### config.mk
export PLATFORM = sky130hd
export DESIGN_NAME = adc_ctl_seq
export DESIGN_NICKNAME = d
export VERILOG_FILES = /design/src/rtl/adc_ctl_pkg.sv /design/src/rtl/adc_seq_ctl.sv /design/src/rtl/adc_reg_dp.sv /design/src/rtl/adc_ctl_seq.sv
export SDC_FILE = /design/constraint.sdc
export NUM_CORES = 1
export LEC_CHECK = 0
export CAP_MARGIN = 30
export CELL_PAD_IN_SITES_DETAIL_PLACEMENT = 1
export CELL_PAD_IN_SITES_GLOBAL_PLACEMENT = 1
export CORE_UTILIZATION = 25
export CTS_CLUSTER_DIAMETER = 30
export DETAILED_ROUTE_END_ITERATION = 8
export GPL_TIMING_DRIVEN = 0
export PLACE_DENSITY_LB_ADDON = 0.1
export SLEW_MARGIN = 40
export SYNTH_ARGS = -nofsm -noshare
export SYNTH_HDL_FRONTEND = slang
export SYNTH_HIERARCHICAL = 1
export SYNTH_SLANG_ARGS = --single-unit
### constraint.sdc
create_clock -name clk -period 1.8 [get_ports clk]
set_input_delay 0.27 -clock clk [delete_from_list [all_inputs] [get_ports clk]]
set_output_delay 0.27 -clock clk [all_outputs]
set_load 0.03 [all_outputs]
### src/rtl/adc_ctl_pkg.sv
package adc_ctl_pkg;
  localparam int REG_W  = 8;
  localparam int CH_W   = 3;
  localparam int FLAG_B = 7;
  localparam int IE_B   = 6;
  localparam int MODE_HI = 5;
  localparam int MODE_LO = 4;
  localparam int RSVD_B = 3;

  typedef enum logic [1:0] {
    MODE_SINGLE = 2'b00,
    MODE_SCAN   = 2'b01,
    MODE_ALT2   = 2'b10,
    MODE_ALT3   = 2'b11
  } convMode_e;

  typedef struct packed {
    logic setFlag;
    logic busy;
  } ctlStrobe_t;
endpackage

### src/rtl/adc_seq_ctl.sv
module adc_seq_ctl
  import adc_ctl_pkg::*;
#(
  parameter int CHW = CH_W
) (
  input  logic            clk,
  input  logic            rstN,
  input  logic            start,
  input  logic            contScan,
  input  logic            convDone,
  input  convMode_e       mode,
  input  logic [CHW-1:0]  chField,
  output logic [CHW-1:0]  curCh,
  output ctlStrobe_t      strobe
);
  logic busy;
  logic isScan;
  logic lastInGroup;

  assign isScan      = (mode == MODE_SCAN);
  assign lastInGroup = (curCh >= chField);

  always_ff @(posedge clk or negedge rstN) begin
    if (!rstN) begin
      busy  <= 1'b0;
      curCh <= '0;
    end else if (!busy) begin
      if (start) begin
        busy  <= 1'b1;
        curCh <= isScan ? '0 : chField;
      end
    end else if (convDone) begin
      if (!isScan) begin
        busy <= 1'b0;
      end else if (lastInGroup) begin
        if (contScan) curCh <= '0;
        else          busy  <= 1'b0;
      end else begin
        curCh <= curCh + 1'b1;
      end
    end
  end

  always_comb begin
    strobe.busy    = busy;
    strobe.setFlag = busy && convDone && (!isScan || lastInGroup);
  end
endmodule

### src/rtl/adc_reg_dp.sv
module adc_reg_dp
  import adc_ctl_pkg::*;
#(
  parameter int CHW = CH_W,
  parameter int RW  = REG_W
) (
  input  logic            clk,
  input  logic            rstN,
  input  logic            wrEn,
  input  logic            rdEn,
  input  logic [RW-1:0]   wrData,
  input  logic            dmaAck,
  input  ctlStrobe_t      strobe,
  output logic [RW-1:0]   rdData,
  output convMode_e       mode,
  output logic [CHW-1:0]  chField,
  output logic            irq
);
  logic flag;
  logic intEn;
  logic armed;
  logic swClear;
  logic anyClear;

  assign swClear  = wrEn && !wrData[FLAG_B] && armed;
  assign anyClear = swClear || dmaAck;

  always_ff @(posedge clk or negedge rstN) begin
    if (!rstN) begin
      flag    <= 1'b0;
      intEn   <= 1'b0;
      mode    <= MODE_SINGLE;
      chField <= '0;
      armed   <= 1'b0;
    end else begin
      if (strobe.setFlag)  flag <= 1'b1;
      else if (anyClear)   flag <= 1'b0;

      if (anyClear)            armed <= 1'b0;
      else if (rdEn && flag)   armed <= 1'b1;

      if (wrEn) begin
        intEn   <= wrData[IE_B];
        mode    <= convMode_e'(wrData[MODE_HI:MODE_LO]);
        chField <= wrData[CHW-1:0];
      end
    end
  end

  assign rdData = {flag, intEn, mode, 1'b1, chField};
  assign irq    = flag && intEn;
endmodule

### src/rtl/adc_ctl_seq.sv
module adc_ctl_seq
  import adc_ctl_pkg::*;
(
  input  logic        clk,
  input  logic        rstN,
  input  logic        wrEn,
  input  logic        rdEn,
  input  logic [7:0]  wrData,
  output logic [7:0]  rdData,
  input  logic        start,
  input  logic        contScan,
  output logic        convReq,
  output logic [2:0]  convCh,
  input  logic        convDone,
  input  logic        dmaAck,
  output logic        irq
);
  ctlStrobe_t        strobe;
  convMode_e         mode;
  logic [CH_W-1:0]   chField;

  adc_seq_ctl #(.CHW(CH_W)) u_ctl (
    .clk(clk), .rstN(rstN), .start(start), .contScan(contScan),
    .convDone(convDone), .mode(mode), .chField(chField),
    .curCh(convCh), .strobe(strobe)
  );

  adc_reg_dp #(.CHW(CH_W), .RW(REG_W)) u_dp (
    .clk(clk), .rstN(rstN), .wrEn(wrEn), .rdEn(rdEn), .wrData(wrData),
    .dmaAck(dmaAck), .strobe(strobe), .rdData(rdData), .mode(mode),
    .chField(chField), .irq(irq)
  );

  assign convReq = strobe.busy;
endmodule

; Yosys cells after proc, flatten, opt, wreduce, memory -nomap -nowiden
; Index checks and enable logic that the tools add are counted.
[classes]
eq_ne = 4
n_addsub = 1
mux = 17
reduce_logical = 14
magnitude_cmp = 1
[ops]
columns = operator, n
row1 = 2-to-1 mux 3 bit, 7
row2 = 2-to-1 mux 1 bit, 10
row3 = logical AND 1 bit, 6
row4 = nonzero test 2 bit, 3
row5 = "inequality test 2 bit, second input constant", 2
row6 = AND reduction 4 bit, 1
row7 = "adder 3 x 1 -> 3 bit, second input constant", 1
row8 = >= comparator 3 bit, 1
row9 = "inequality test 3 bit, second input constant", 1
row10 = "equality test 2 x 1 -> 1 bit, second input constant", 1
row11 = logical NOT 1 bit, 2
row12 = logical OR 1 bit, 2
[totals]
inputBits = 16
word_cells = 44
register_bits = 12
output_inout_bits = 13

; Longest topological paths before layout
; Gate-level depths: netlist (run 1).
[depth]
word_depth = 6
ltp_mapped = 6
depth_no_buf = 6

; Modules after synthesis
; The synthesis (run 1) kept the hierarchy.
[by_module_without_submodules]
columns = mod, cells_per_inst, n_inst, area_each_um2, seq_area_each_um2
row1 = adc_reg_dp, 31, 1, 394.1, 200.2
row2 = adc_seq_ctl, 39, 1, 379.1, 100.1

; Worst setup path before layout (run 1)
; Ideal clock, no wire load.
[synth_path]
path_kind = reg2reg
from = register u_ctl.curCh[0]
to = register u_ctl.curCh[1]
arrival_ns = 1.644
path_buffers = 0
setup_slack_ns = 0.031
period_less_slack_ns = 1.769
required_time_ns = 1.675
path_stages_with_launch = 7
setup_time_ns = 0.125
cell_sequence = dfrtp_1 > inv_1 > ha_1 > nor2b_1 > o21a_1 > a32o_1 > mux2_4
[synth_between]
elab_chain_cells = 5
word_cells_on_any_way = 8
cone_classes = add/sub: 1 / order compare: 1 / eq/ne: 1 / mux: 4 / reduce/logical: 1
[synth_lines]
columns = element, line_no
row1 = start: declaration, adc_seq_ctl.sv:13  ; output logic [CHW-1:0] curCh,
row2 = start signal: assignment, adc_seq_ctl.sv:30  ; curCh <= isScan ? '0 : chField;
row3 = start signal: assignment, adc_seq_ctl.sv:39  ; curCh <= curCh + 1'b1;
row4 = adder 3 x 1 -> 3 bit / >= comparator 3 bit (equally long branches), "adc_seq_ctl.sv:39, adc_seq_ctl.sv:21"
row5 = 2-to-1 mux 3 bit, adc_seq_ctl.sv:35  ; end else if (lastInGroup) begin
row6 = 2-to-1 mux 3 bit, adc_seq_ctl.sv:33  ; if (!isScan) begin
row7 = 2-to-1 mux 3 bit, adc_seq_ctl.sv:32  ; end else if (convDone) begin
row8 = 2-to-1 mux 3 bit, adc_seq_ctl.sv:27  ; end else if (!busy) begin
; Parallel ways exist; a longest one is shown, timed or not. The select of a mux whose other input is x is not followed.
; A chain may end at the register's enable or synchronous reset.

; Worst setup path after layout (run 1)
[layout_path]
from = register u_dp.chField[1]
to = output rdData[1]
[layout_lines]
columns = element, line_no
row1 = start: declaration, adc_reg_dp.sv:16  ; output logic [CHW-1:0] chField,
row2 = start signal: assignment, adc_reg_dp.sv:45  ; chField <= wrData[CHW-1:0];
row3 = end: declaration, adc_ctl_seq.sv:9  ; output logic [7:0] rdData,
; No word-level cell between the ends.

==> results.tsv, run 1 <==
stage	metric	value	unit
die	die area	3320	sq um
detailed_routing	DRT iter0 DRCs	10	
global_route	initial antenna violation count	0	
power_and_ir_drop	worst vdd ir	0.431	mV
layout	synthesis-to-layout area growth	43.2	%
worst_setup_path	CP endpoint	rdData[1]	
power_and_ir_drop	sequential power share	30.3	%
synth	Mapped Area	773	sq um
cts	CTS Hold Bufs	0	
power_and_ir_drop	PD cells	1160	nW/um^2
timing	RSZ-0062 raised after global routing	no	
detailed_routing	Detail Route Antenna Nets	0	
cts	TritonCTS buffer count	3	
synth	Main synth FF type	dfrtp_1	
worst_setup_path	FF-to-FF Start	u_dp/chField[2]	
timing	slew margin rel.	63.2	%
worst_setup_path	CP startpoint	u_dp/chField[1]	
cts	CTS Buffer Depth	2	
worst_setup_path	Critical Path Start Type	flop	
cts	Sinks on Clock Net	12	
detailed_routing	routed via count	621	
flow_run	Max Cap Viol	0	
worst_setup_path	Crit Reg-Reg Endpoint	u_ctl/curCh[1]	
layout	final instance area	1110	sq um
synth	share of the synthesized area in the top cell type	38.8	%
power_and_ir_drop	Switch Pwr	492	uW
synth	Cells after Synth	70	
timing	clock skew after layout	0.00298	ns
cts	H-tree depth	1	
timing	setup violators final	0	
timing	max-slew violation count	0	
worst_setup_path	Crit Path Max Fanout	4	
synth	Area contributors post-synth	dfrtp_1, buf_4, mux2_2	
power_and_ir_drop	leakage power	0.509	nW
detailed_routing	Post-Route WL	1750	um
die	Cell Rows	19	
synth	Synth top cells by count	dfrtp_1, buf_4, mux2_2	
synth	Yosys Warn Count	6	
global_route	total gr overflow	0	
timing	Tcrit/Tclk final	96.5	%
detailed_routing	drt first pass iters	4	
layout	antenna cells	0	
timing	Tmin final	1.74	ns
detailed_routing	routed len/inst	13.5	um
synth	synthesized area per cell	11.0	sq um
synth	most frequent cell after synthesis	dfrtp_1	
cts	clk_lat worst skew	0.27	ns
place	Area after DPL	1060	sq um
power_and_ir_drop	sw frac	38.3	%
layout	Fillers	331	
min_path	Hold WC Path Type	primary input to flop	
place	post-DP HPWL	1390	um
place	RePlAce Congestion	0.677	
power_and_ir_drop	Int Pwr	793	uW
cts	Worst-path clk slew	0.08	ns
global_route	GR Util All Layers	11.4	%
global_route	first-pass GRT wire length	2850	um
cts	setup bufs post-CTS	0	
worst_setup_path	critical path class	flop to output port	
timing	worst slew pin tran	0.551	ns
die	Die H	57.6	um
timing	setup TNS	0	ns
cts	CTS Root Cell	clkbuf_4	
synth	Seq/Total Area, Yosys	38.8	%
worst_setup_path	R2R Setup Slk	0.09	ns
synth	Yosys top cell by area	dfrtp_1	
place	input/output buffers	25	
synth	synth unique cells	31	
worst_setup_path	Setup crit end kind	output port	
synth	syn_nets	90	
die	Placeable Area	2850	sq um
die	Die X	57.6	um
layout	layout cell share with drive strength beyond 1	28.3	%
synth	EDFF count, synth	0	
cts	CTS tree	yes	
worst_setup_path	critical path arrival	1.47	ns
detailed_routing	DR vias/cell	4.78	
timing	Achievable Freq	0.576	GHz
global_route	largest net degree at the start of global routing	13	
synth	register bit total from synthesis	12	
detailed_routing	DRC	0	
die	I/O pin count	29	
cts	Post-CTS Resized	0	
worst_setup_path	critical path data required time	1.53	ns
timing	Fin. Hold Viols	0	
power_and_ir_drop	Clock power frac	17.0	%
worst_setup_path	R2R cell count	6	
die	Initial Util	27.1	%
layout	Final #Nets	120	
global_route	vias in the first global route	628	
power_and_ir_drop	Combinational Power Share	52.8	%
synth	Async SR Flop Fraction	100	%
status	status	complete, no violations	
==> area by class of cell <==
class                      count  area [sq um]  share of cell area [%]
multi-input combinational     42           368                    33.2
clock buffer                   4          36.3                    3.28
sequential                    12           300                    27.1
tap                           31          38.8                    3.50
buffer                        11          90.1                    8.14
timing repair buffer          25           255                    23.1
inverter                       5          18.8                    1.69
==> flip-flops by register name, indices dropped and copies added (netlist names) <==
| signal | flops |
|---|---|
| u_dp/flag | 1 |
| u_ctl/busy | 1 |
| u_dp/intEn | 1 |
| u_ctl/curCh | 3 |
| u_dp/mode | 2 |
| u_dp/chField | 3 |
| u_dp/armed | 1 |
==> metal layers <==
layer	GRT usage, %	vias up	routed length [um]
li1	-	296	-
met1	14.3	299	754
met2	18.4	24	860
met3	4.91	2	123
met4	2.09	0	13
met5	0	-	0
==> power by group through the flow <==
stage	logic, mW	registers [mW]	clock network [mW]
finish	0.678	0.389	0.218
global route	0.728	0.401	0.246
CTS	0.675	0.393	0.227
detailed placement	0.672	0.397	0
global placement	0.660	0.396	0
floorplan	0.400	0.439	0
==> critical path: stages, from the launching register on <==
cell and delay [ns]:
dfrtp_1 0.42, buf_4 0.13, clkdlybuf4s50_1 0.65
==> cells by family (layout without fill, tap and decap cells) <==
group,count (synthesis),after routing,share of synthesized area [%]
AND/OR/NAND/NOR,14,14,12.0
buffers and inverters,16,45,14.1
AO/OA/AOI/OAI,15,15,16.2
multiplexers,8,8,12.0
other,1,1,0.485
adder cells (fa/ha/maj),4,4,6.47
flip-flops,12,12,38.8
==> metrics by stage <==
stage / total power [mW] / cells / worst slack (ns) / hold slack (ns) / util, %
after global placement: 1.06 / 126 / 0.0554 / 0.521 / 37.2
after detailed placement: 1.07 / 126 / 0.0538 / 0.537 / 37.2
after CTS: 1.30 / 130 / 0.0290 / 0.284 / 38.5
after floorplan: 0.839 / 70 / 0.0308 / -0.0256 / -
final: 1.28 / 130 / 0.0633 / 0.289 / 38.8
after global routing: 1.38 / 130 / 0.00118 / 0.284 / 38.8
==> layout by cell type, fill, tap and decap left out, types with 3 or more instances in the layout <==
master            n
ha_1              4
buf_4             9
clkdlybuf4s50_1  23
mux2_2            6
clkbuf_4          3
inv_1             5
dfrtp_1          12
==> worst min path at each step <==
stage	depth (start not counted)	endpoint	start	slack (ns)
after floorplan	0	u_ctl/busy	rstN	-0.03
after global placement	1	u_dp/intEn	u_dp/intEn	0.52
after detailed placement	1	u_dp/chField[2]	u_dp/chField[2]	0.54
after CTS	2	u_dp/mode[1]	wrEn	0.28
after global routing	2	u_dp/intEn	wrEn	0.28
final	2	u_dp/chField[2]	wrEn	0.29
Note: power is estimated with default switching activity, not from simulation.
==> inputs of run 2 (changes only) <==
--- a/config.mk
+++ b/config.mk
@@ -5,12 +5,12 @@
 export SDC_FILE = /design/constraint.sdc
 export NUM_CORES = 1
 export LEC_CHECK = 0
-export CAP_MARGIN = 30
 export CELL_PAD_IN_SITES_DETAIL_PLACEMENT = 1
 export CELL_PAD_IN_SITES_GLOBAL_PLACEMENT = 1
 export CORE_UTILIZATION = 25
 export CTS_CLUSTER_DIAMETER = 30
 export DETAILED_ROUTE_END_ITERATION = 8
+export DONT_BUFFER_PORTS = 1
 export GPL_TIMING_DRIVEN = 0
 export PLACE_DENSITY_LB_ADDON = 0.1
 export SLEW_MARGIN = 40
==> results.tsv, run 2 (synthesized netlist as in run 1, its figures left out) <==
stage	metric	value	unit	change
detailed_routing	DRT iter0 DRCs	10		unchanged
global_route	first-pass GRT wire length	2530	um	was 2850 um
die	Cell Rows	19		unchanged
die	Die H	57.6	um	unchanged
layout	Final #Nets	97		was 120
global_route	GR Util All Layers	10.5	%	was 11.4%
die	Initial Util	27.1	%	unchanged
detailed_routing	DRC	0		unchanged
layout	area occupied by multi-input gates	383	sq um	was 368 sq um
layout	final instance area	888	sq um	was 1110 sq um
worst_setup_path	critical path class	flop to flop		was flop to output port
worst_setup_path	Crit Path Max Fanout	4		unchanged
cts	Worst-path clk slew	0.08	ns	about the same
cts	CTS Buffer Depth	2		unchanged
timing	slew margin rel.	59.7	%	was 63.2%
die	Die X	57.6	um	unchanged
cts	CTS tree	yes		unchanged
timing	setup violators final	0		unchanged
cts	clk_lat worst skew	0.27	ns	about the same
timing	Tmin final	1.73	ns	was 1.74 ns
power_and_ir_drop	worst vdd ir	0.327	mV	was 0.431 mV
worst_setup_path	critical path arrival	1.88	ns	was 1.47 ns
die	Placeable Area	2850	sq um	unchanged
layout	antenna cells	0		unchanged
timing	clock skew after layout	0.00123	ns	was 0.00298 ns
cts	H-tree depth	1		unchanged
layout	most frequent cells in the layout	buf_4, dfrtp_1, mux2_2, inv_1		was clkdlybuf4s50_1, dfrtp_1, buf_4, mux2_2, inv_1
place	input/output buffers	0		was 25
cts	Sinks on Clock Net	12		unchanged
timing	Final WS setup	0.0748	ns	was 0.0633 ns
layout	Largest regs	u_ctl/curCh: 3 flops, u_dp/chField: 3 flops, u_dp/mode: 2 flops		unchanged
detailed_routing	Post-Route WL	1590	um	was 1750 um
die	I/O pin count	29		unchanged
global_route	largest net degree at the start of global routing	13		unchanged
timing	setup TNS	0	ns	unchanged
cts	TritonCTS buffer count	3		unchanged
timing	Tcrit/Tclk final	95.8	%	was 96.5%
timing	Hold WS	0.0980	ns	was 0.289 ns
worst_setup_path	Setup crit end kind	flop		was output port
place	pre-CTS setup slack	-0.0935	ns	was 0.0538 ns
layout	commonest non-fill, non-tap cell in the layout	buf_4		was clkdlybuf4s50_1
layout	synthesis-to-layout area growth	14.9	%	was 43.2%
worst_setup_path	Critical Path Start Type	flop		unchanged
global_route	initial antenna violation count	0		unchanged
timing	worst slew pin tran	0.603	ns	was 0.551 ns
detailed_routing	DR vias/cell	4.92		was 4.78
layout	Sequential cell area	304	sq um	was 300 sq um
die	die area	3320	sq um	unchanged
detailed_routing	Detail Route Antenna Nets	0		unchanged
min_path	Hold WC Path Type	primary input to flop		unchanged
detailed_routing	routed via count	526		was 621
detailed_routing	routed len/inst	14.8	um	was 13.5 um
global_route	total gr overflow	0		unchanged
layout	Fillers	330		was 331
power_and_ir_drop	leakage power	0.392	nW	was 0.509 nW
status	status	complete, no violations		unchanged
place	RePlAce Congestion	0.653		was 0.677
cts	CTS Root Cell	clkbuf_4		unchanged
worst_setup_path	critical path data required time	1.96	ns	was 1.53 ns
power_and_ir_drop	PD cells	1330	nW/um^2	was 1160 nW/um^2
global_route	vias in the first global route	515		was 628
place	post-DP HPWL	1250	um	was 1390 um
place	Area after DPL	812	sq um	was 1060 sq um
layout	Layout Utilization	31.1	%	was 38.8%
timing	Fin. Hold Viols	0		unchanged
timing	Achievable Freq	0.580	GHz	was 0.576 GHz
flow_run	Max Cap Viol	0		unchanged
detailed_routing	drt first pass iters	4		unchanged
layout	layout cell share with drive strength beyond 1	46.1	%	was 28.3%
timing	max-slew violation count	0		unchanged
[run 2: layout make-up]
type / instances / share of cell area [%]
tap: 31 / 4.37
sequential: 12 / 34.2
buffer: 11 / 10.1
inverter: 5 / 2.11
multi-input combinational: 42 / 43.1
clock buffer: 4 / 4.08
timing repair buffer: 2 / 1.97
[run 2: worst paths after layout]
path / start / end / slack (ns) / cells after the start
worst min-delay path: convDone / u_ctl/busy / 0.1 / 1
max in group asynchronous: rstN / u_ctl/curCh[1] / 0.93 / 1
min in group asynchronous: rstN / u_ctl/curCh[2] / 0.45 / 1
worst max register to register: u_ctl/curCh[1] / u_ctl/curCh[1] / 0.07 / 5
worst min register to register: u_dp/intEn / u_dp/intEn / 0.55 / 1
worst max-delay path: u_ctl/curCh[1] / u_ctl/curCh[1] / 0.07 / 5
[run 2: timing repair]
action                                  in CTS  in global routing
hold buffers                                 1                  0
endpoints found under the setup margin       3                  3
pin swaps                                    0                  1
hold endpoints to repair                    12                  0
setup buffers                                0                  1
gates resized for setup                      3                  4
[run 2: critical path, stage by stage (launching register included)]
cell and delay (ns):
dfrtp_2 0.50, ha_1 0.30, nand2_1 0.08, o21a_1 0.22
a32o_1 0.26, mux2_4 0.25
[run 2: power breakdown]
group / internal [mW] / total [mW] / switching (mW) / leakage, nW
sequential: 0.335 / 0.468 / 0.133 / 0.141
clock: 0.123 / 0.212 / 0.0896 / 0.0210
combinational: 0.255 / 0.505 / 0.250 / 0.230
total: 0.713 / 1.18 / 0.472 / 0.392
[run 2: metrics by stage]
step / power, mW / cells
CTS: 1.16 / 106
floorplan: 0.839 / 70
global placement: 0.919 / 101
finish: 1.18 / 107
detailed placement: 0.919 / 101
global route: 1.28 / 107
[run 2: layer usage]
metal / up-vias / routed length, um / track usage, %
met5: - / 0 / 0
met4: 0 / 0 / 3.14
met3: 0 / 121 / 5.13
met2: 19 / 761 / 16.3
met1: 255 / 704 / 12.8
li1: 252 / - / -
